**config.mk**
```make
export PLATFORM = sky130hd
export DESIGN_NAME = clkdiv_sel
export DESIGN_NICKNAME = d
export VERILOG_FILES = /design/src/rtl/clkdiv_pkg.sv /design/src/rtl/clkdiv_decode.sv /design/src/rtl/clkdiv_sched.sv /design/src/rtl/clkdiv_negstage.sv /design/src/rtl/clkdiv_sel.sv
export SDC_FILE = /design/constraint.sdc
export NUM_CORES = 1
export LEC_CHECK = 0
export BUFFER_PORTS_ARGS = -buffer_cell sky130_fd_sc_hd__buf_2
export CAP_MARGIN = 10
export CORE_MARGIN = 4
export CORE_UTILIZATION = 30
export DETAILED_ROUTE_END_ITERATION = 10
export SLEW_MARGIN = 0
export SYNTH_ARGS = -nofsm -noshare
export SYNTH_HDL_FRONTEND = slang
export SYNTH_HIERARCHICAL = 1
export SYNTH_SLANG_ARGS = --single-unit
```
**constraint.sdc**
```tcl
create_clock -name clk_i -period 9.4 [get_ports clk_i]
set_input_delay 0.94 -clock clk_i [delete_from_list [all_inputs] [get_ports clk_i]]
set_output_delay 0.94 -clock clk_i [all_outputs]
set_load 0.02 [all_outputs]
```
**src/rtl/clkdiv_pkg.sv**
```systemverilog
package clkdiv_pkg;
  // Output period in reference half-periods for a code: even -> 2^(c/2+1), odd -> 3*2^((c-1)/2)
  function automatic int half_len(int code);
    if (code % 2 == 1) return 3 << ((code - 1) / 2);
    return 1 << (code / 2 + 1);
  endfunction
endpackage

```
**src/rtl/clkdiv_decode.sv**
```systemverilog
module clkdiv_decode
  import clkdiv_pkg::*;
#(
  parameter int CODE_W = 4,
  parameter int W      = 9
) (
  input  logic [CODE_W-1:0] code_i,
  output logic [W-1:0]      half_o
);
  localparam int NCODE = 2 ** CODE_W;

  logic [W-1:0] lut [NCODE];

  for (genvar c = 0; c < NCODE; c++) begin : g_lut
    assign lut[c] = W'(half_len(c));
  end

  assign half_o = lut[code_i];
endmodule

```
**src/rtl/clkdiv_sched.sv**
```systemverilog
module clkdiv_sched #(
  parameter int W        = 9,
  parameter int RST_HALF = 384
) (
  input  logic         clk_i,
  input  logic         rst_ni,
  input  logic [W-1:0] half_i,
  output logic         lvl_pos_o,
  output logic         tog_neg_o,
  output logic [W-1:0] half_o
);
  logic [W-1:0] ph_q, half_q;
  logic [W-1:0] sum, ph_nx, half_nx, hi_nx, nidx;
  logic         first_q, wrap, pos_tg, neg_tg, p_q, nt_q;

  // ph_q: half-period index at this rising edge; steps by two per reference cycle
  always_comb begin
    sum     = ph_q + W'(2);
    wrap    = sum >= half_q;
    ph_nx   = wrap ? sum - half_q : sum;
    half_nx = (wrap && !first_q) ? half_i : half_q;
    hi_nx   = half_nx >> 1;
    nidx    = ph_nx + W'(1);
    if (nidx == half_nx) nidx = '0;
    pos_tg  = (ph_nx == '0) || (ph_nx == hi_nx);
    neg_tg  = (nidx == '0) || (nidx == hi_nx);
  end

  // Reset places the index one step before a wrap, so the first edge rises
  always_ff @(posedge clk_i or negedge rst_ni) begin
    if (!rst_ni) begin
      ph_q    <= W'(RST_HALF - 2);
      half_q  <= W'(RST_HALF);
      first_q <= 1'b1;
      p_q     <= 1'b0;
      nt_q    <= 1'b0;
    end else begin
      ph_q    <= ph_nx;
      half_q  <= half_nx;
      first_q <= 1'b0;
      p_q     <= p_q ^ pos_tg;
      nt_q    <= neg_tg;
    end
  end

  assign lvl_pos_o = p_q;
  assign tog_neg_o = nt_q;
  assign half_o    = half_q;

  p_phase_bound_r1: assert property (@(posedge clk_i) disable iff (!rst_ni)
    ph_q < half_q);

  p_half_legal_r1: assert property (@(posedge clk_i) disable iff (!rst_ni)
    half_q >= W'(2) && ($onehot(half_q) || (half_q % 3 == 0 && $onehot(half_q / 3))));

  p_code_hold_r7: assert property (@(posedge clk_i) disable iff (!rst_ni)
    (ph_q + W'(2) < half_q) |=> $stable(half_q));
endmodule

```
**src/rtl/clkdiv_negstage.sv**
```systemverilog
module clkdiv_negstage (
  input  logic clk_i,
  input  logic rst_ni,
  input  logic tog_i,
  output logic lvl_o
);
  always_ff @(negedge clk_i or negedge rst_ni) begin
    if (!rst_ni) lvl_o <= 1'b0;
    else         lvl_o <= lvl_o ^ tog_i;
  end
endmodule

```
**src/rtl/clkdiv_sel.sv**
```systemverilog
module clkdiv_sel
  import clkdiv_pkg::*;
#(
  parameter int CODE_W   = 4,
  parameter int RST_CODE = 2 ** CODE_W - 1
) (
  input  logic              clk_i,
  input  logic              rst_ni,
  input  logic [CODE_W-1:0] ratio_sel_i,
  output logic              clk_o
);
  localparam int MAX_HALF = half_len(2 ** CODE_W - 1);
  localparam int W        = $clog2(MAX_HALF + 2);
  localparam int RST_HALF = half_len(RST_CODE);

  logic [W-1:0] half_dec, half_q;
  logic         lvl_pos, tog_neg, lvl_neg;

  clkdiv_decode #(.CODE_W(CODE_W), .W(W)) i_decode (
    .code_i (ratio_sel_i),
    .half_o (half_dec)
  );

  clkdiv_sched #(.W(W), .RST_HALF(RST_HALF)) i_sched (
    .clk_i     (clk_i),
    .rst_ni    (rst_ni),
    .half_i    (half_dec),
    .lvl_pos_o (lvl_pos),
    .tog_neg_o (tog_neg),
    .half_o    (half_q)
  );

  clkdiv_negstage i_negstage (
    .clk_i  (clk_i),
    .rst_ni (rst_ni),
    .tog_i  (tog_neg),
    .lvl_o  (lvl_neg)
  );

  // Only one of the two levels changes at any reference edge
  assign clk_o = lvl_pos ^ lvl_neg;

  // Ratio 1 settled: output seen at each rising reference edge never changes
  p_ratio1_stable_r4: assert property (@(posedge clk_i) disable iff (!rst_ni)
    (half_q == W'(2) && $past(half_q) == W'(2)) |-> $stable(clk_o));
endmodule

```
== Word level (Yosys, flattened, before mapping) ==
Memory sizes are Yosys's and may differ from the RTL's.
Cells that the tools add are included.
W data, S select, Z words.

* Register bits after elaboration: 22
* Bits in read-only memories: 144
* Input port bits: 6
* Output and inout bits: 1
* Logic and storage cells: 30
* Memories: 1

* $add $sub $neg: 3
* Magnitude comparators: 2
* Equal/unequal tests: 3
* Muxes and demuxes: 5
* Bitwise logic cells: 4
* Reduce and logical (&&, ||, !) cells: 6

{| class="wikitable"
|+ Memories
! memory !! depth !! width !! read ports !! clocked after Yosys merged registers in !! write ports !! RTL line !! RTL
|-
| (no name shown) || 16 || 9 || 1 || 0 || 0 || clkdiv_decode.sv:18 || <nowiki>assign half_o = lut[code_i];</nowiki>
|}

{| class="wikitable"
|+ Operators by type and width
! cell !! number
|-
| $mux W9 || 5
|-
| $eq A9 B8 Y1 || 2
|-
| $logic_not A9 Y1 || 2
|-
| $add A9 B1 Y9 const B || 1
|-
| $add A9 B2 Y9 const B || 1
|-
| $eq A9 B9 Y1 || 1
|-
| $ge A9 B9 Y1 || 1
|-
| $sub A9 B9 Y9 || 1
|-
| $ge A5 B5 Y1 const B || 1
|-
| $not A4 Y5 || 1
|-
| $xor A1 B1 Y1 || 3
|-
| $logic_or A1 B1 Y1 || 2
|-
| $logic_and A1 B1 Y1 || 1
|-
| $logic_not A1 Y1 || 1
|}

== Logic depth before layout (Yosys ltp) ==
* Depth in word-level cells: 9
* Depth in mapped cells: 22
* Mapped depth without buffers: 20

== Hierarchy ==
Netlist, hierarchy kept.

{| class="wikitable"
|+ Modules (own cells, without submodules)
! module !! instances !! cells each !! area each (sq um) !! sequential area each (sq um)
|-
| clkdiv_sched || 1 || 244 || 2194.6 || 538.0
|-
| clkdiv_decode || 1 || 17 || 137.6 || 0.0
|-
| clkdiv_negstage || 1 || 2 || 33.8 || 25.0
|-
| clkdiv_sel || 1 || 1 || 8.8 || 0.0
|}

==> results.md <==
| Result | Value | Unit |
|---|---|---|
| Placement Setup Slack | 3.02 | ns |
| Tightest Pin Transition | 0.975 | ns |
| Critical R2R Launch | i_sched/ph_q[1] | - |
| Antenna cells | 0 | - |
| Pin count of the biggest net entering global routing | 23 | - |
| Source of the critical timing path | i_negstage/lvl_o | - |
| Detailed-routing iteration count for the pre-antenna-repair pass | 4 | - |
| Post-synthesis net count | 283 | - |
| Post-layout net count | 288 | - |
| Port bufs | 6 | - |
| Final instance area | 0.00254 | mm^2 |
| Final Hold Vio Count | 0 | - |
| TritonCTS Sinks | 22 | - |
| Critical path endpoint category | output port | - |
| Antenna-violating nets left | 0 | - |
| Synthesized-area fraction occupied by ao, oa, aoi and oai cells | 0.147 | - |
| First-pass GRT wire length | 9270 | um |
| Worst setup margin | 2.72 | ns |
| Required time of the worst setup path | 8.46 | ns |
| Multiplexer share of the synthesized area | 0.0890 | - |
| WP data arrival | 5.74 | ns |
| Total number of yosys warnings | 6 | - |
| Gate count after technology mapping | 264 | - |
| Min-Delay Path Class | flip-flop to flip-flop | - |
| Sum of buffers and inverters on the critical path | 1 | - |
| Fraction of the yosys area taken by sequential cells | 0.237 | - |
| DRC violation total after the first TritonRoute iteration | 168 | - |
| Number of global-route vias before repair | 1919 | - |
| Core footprint | 0.00773 | mm^2 |
| Die outline width | 97.0 | um |
| Synthesized-area fraction occupied by adder cells | 0.0717 | - |
| Starting density of the core | 0.307 | - |
| CTS hold repair buffers | 0 | - |
| Synth Area in Simple Gates | 0.210 | - |
| Worst Setup EP | clk_o | - |
| Layout-stage area growth over the synthesis result | 6.90 | % |
| Parity-gate share of the synthesized area counting xor and xnor cells | 0.188 | - |
| Cts bufs inserted | 3 | - |
| Weighted congestion at the end of routability-driven global placement | 0.826 | - |
| Largest family of logic cells by synthesized area | simple AND/OR/NAND/NOR gates | - |
| Via/cell ratio | 5.05 | - |
| Routed wire length | 5380 | um |
| Crit path largest cell delay | 0.44 | ns |
| Worst R2R Setup Slack | 4.02 | ns |
| Critical path fanouts, max | 2 | - |
| Fraction of registers with async set or reset after synthesis | 1.00 | - |
| Run status | finished clean | - |
| Count of unresolved DRC violations after routing | 0 | - |
| Count of pins on the block boundary | 7 | - |
| Total grt overflow | 0 | - |
| Share of post-route cells with drive strength above 1 | 0.172 | - |
| DIE HEIGHT | 97.0 | um |
| Post-CTS Setup Repair Bufs | 0 | - |
| Remaining max-slew budget at the tightest pin | 0.350 | - |
| Global-route total usage across every layer | 0.120 | - |
| Clock tree from TritonCTS | done | - |
| Count of instances resized after the clock tree is built | 0 | - |
| End of the worst register-to-register path | i_sched/tog_neg_o | - |
| Post-place instance area | 0.00248 | mm^2 |
| Post-synthesis cell area | 0.00237 | mm^2 |
| Max-cap violation count | 0 | - |
| Critical-path cell list | xor2_1 > buf_2 | - |
| Setup TNS Final | 0 | ns |
| CTS H-Tree Depth | 1 | - |
| Worst-skew pair later-pin latency | 0.27 | ns |
| Cell class contributing the biggest share of worst-path delay | flip-flops | - |
| Number of enable-type register cells in the synthesized netlist | 0 | - |
| Number of setup violations in the final report | 0 | - |
| Drt wl/cell | 14.5 | um |
| Fin Clk Skew | 0.0134 | ns |
| Number of antenna violations at the first check in global routing | 0 | - |
| RSZ-0062 raised after global routing | no | - |
| Register bit total from synthesis | 22 | - |
| Post-CTS clock slew at the launch and capture registers of the worst setup and hold paths | 0.05 | ns |
| Logic depth of the worst register-to-register path | 19 | - |
| Slowest CP cell | sky130_fd_sc_hd__dfrtn_1 | - |
| Detailed placer's ending HPWL | 4440 | um |
| Die Footprint | 0.00940 | mm^2 |
| Type of the setup path with the least slack | flip-flop to output port | - |
| Slew Limit Fails | 0 | - |
| Ys flop type | sky130_fd_sc_hd__dfrtp_1 | - |
| Fin Hold WS | 0.428 | ns |
| Cell at the root of the clock tree | sky130_fd_sc_hd__clkbuf_8 | - |
| Maximum count of clock buffers along a single path | 2 | - |
| Count of unique library cells instantiated by Yosys | 56 | - |
| Total number of vias | 1868 | - |
| Floorplan row count | 32 | - |
| Average footprint of a synthesized cell | 9.00 | um^2 |
| Category of the worst setup path launch point | flip-flop | - |
| CP Depth | 2 | - |
## layout make-up
class	instances	area [um^2]
clock buffers	4	55.1
fillers	795	5190
inverters	22	82.6
multi-input cells	214	1680
flip-flops and latches	22	563
well taps	102	128
repair buffers	6	30.0
## worst reg2reg max path: cells and delay by family (launching register included)
family	cells	cell delay, ns
compound gates	4	1.17
xor+xnor	2	0.50
fa+ha+maj	3	0.94
buf+inv	1	0.07
flops	1	0.62
simple gates	9	2.01
## cell families (layout without fill, tap and decap cells)
family | Yosys count | in the layout
and+or+nand+nor | 84 | 84
other | 1 | 1
AOI/OAI and AO/OA | 51 | 51
xor gates and xnor gates | 51 | 51
adders and majority gates | 13 | 13
buffers and inverters | 28 | 32
DFF | 22 | 22
muxes | 14 | 14
## worst min path at each step
stage / from / endpoint / slack (ns) / cells after the start
6_report: i_negstage/lvl_o / i_negstage/lvl_o / 0.43 / 1
5_1_grt: i_negstage/lvl_o / i_negstage/lvl_o / 0.45 / 1
3_5_place_dp: i_negstage/lvl_o / i_negstage/lvl_o / 0.43 / 1
3_3_place_gp: i_negstage/lvl_o / i_negstage/lvl_o / 0.43 / 1
2_1_floorplan: i_negstage/lvl_o / i_negstage/lvl_o / 0.40 / 1
4_1_cts: i_negstage/lvl_o / i_negstage/lvl_o / 0.43 / 1
## state kept, by name, summed over array words and instances (netlist names)
register / cells
i_sched/first_q: 1
i_sched/tog_neg_o: 1
i_sched/half_o: 9
i_sched/lvl_pos_o: 1
i_sched/ph_q: 9
i_negstage/lvl_o: 1
## layer usage
metal | vias to the layer above | track usage | share of wire
met4 | 0 | 0.0400 | 0.028
met1 | 885 | 0.160 | 0.48
met2 | 38 | 0.198 | 0.47
li1 | 932 | - | -
met3 | 13 | 0.0180 | 0.028
met5 | - | 0 | 0
## cells in the final DEF (no fill, tap or decap), types with 5 or more instances in the layout
cell,Yosys,routed
sky130_fd_sc_hd__a21oi_1,12,12
sky130_fd_sc_hd__nand3_1,14,14
sky130_fd_sc_hd__xnor2_1,31,31
sky130_fd_sc_hd__nor2_1,11,11
sky130_fd_sc_hd__inv_1,22,22
sky130_fd_sc_hd__buf_2,3,6
sky130_fd_sc_hd__dfstp_2,10,10
sky130_fd_sc_hd__ha_1,12,12
sky130_fd_sc_hd__xor2_1,20,20
sky130_fd_sc_hd__and3_1,5,5
sky130_fd_sc_hd__nand4_1,5,5
sky130_fd_sc_hd__a21o_1,5,5
sky130_fd_sc_hd__nor2b_1,5,5
sky130_fd_sc_hd__nor3_1,6,6
sky130_fd_sc_hd__mux2i_4,5,5
sky130_fd_sc_hd__nand2_1,11,11
sky130_fd_sc_hd__o21ai_0,5,5
sky130_fd_sc_hd__dfrtp_1,11,11
## stage by stage
step | utilization | cells
floorplan | - | 264
global placement | 0.321 | 366
detailed placement | 0.321 | 366
CTS | 0.329 | 370
global route | 0.329 | 370
finish | 0.329 | 370
## synthesized netlist by cell type (3+ instances only)
cell | count | area share
sky130_fd_sc_hd__xnor2_1 | 31 | 0.11
sky130_fd_sc_hd__inv_1 | 22 | 0.035
sky130_fd_sc_hd__xor2_1 | 20 | 0.074
sky130_fd_sc_hd__nand3_1 | 14 | 0.030
sky130_fd_sc_hd__a21oi_1 | 12 | 0.025
sky130_fd_sc_hd__ha_1 | 12 | 0.063
sky130_fd_sc_hd__dfrtp_1 | 11 | 0.12
sky130_fd_sc_hd__nand2_1 | 11 | 0.017
sky130_fd_sc_hd__nor2_1 | 11 | 0.017
sky130_fd_sc_hd__dfstp_2 | 10 | 0.11
sky130_fd_sc_hd__nor3_1 | 6 | 0.013
sky130_fd_sc_hd__a21o_1 | 5 | 0.016
sky130_fd_sc_hd__and3_1 | 5 | 0.013
sky130_fd_sc_hd__mux2i_4 | 5 | 0.047
sky130_fd_sc_hd__nand4_1 | 5 | 0.013
sky130_fd_sc_hd__nor2b_1 | 5 | 0.013
sky130_fd_sc_hd__o21ai_0 | 5 | 0.011
sky130_fd_sc_hd__a21oi_2 | 4 | 0.015
sky130_fd_sc_hd__mux2_2 | 4 | 0.019
sky130_fd_sc_hd__mux2i_1 | 4 | 0.017
sky130_fd_sc_hd__nand2b_1 | 4 | 0.011
sky130_fd_sc_hd__o21ai_1 | 4 | 0.0084
sky130_fd_sc_hd__buf_2 | 3 | 0.0063
sky130_fd_sc_hd__buf_6 | 3 | 0.014
sky130_fd_sc_hd__nand3b_1 | 3 | 0.0095
sky130_fd_sc_hd__nor4_1 | 3 | 0.0079
sky130_fd_sc_hd__o21bai_1 | 3 | 0.0095
Power is not shown: default switching activity piles up to over one toggle a cycle in this logic, so the estimate is an artifact.
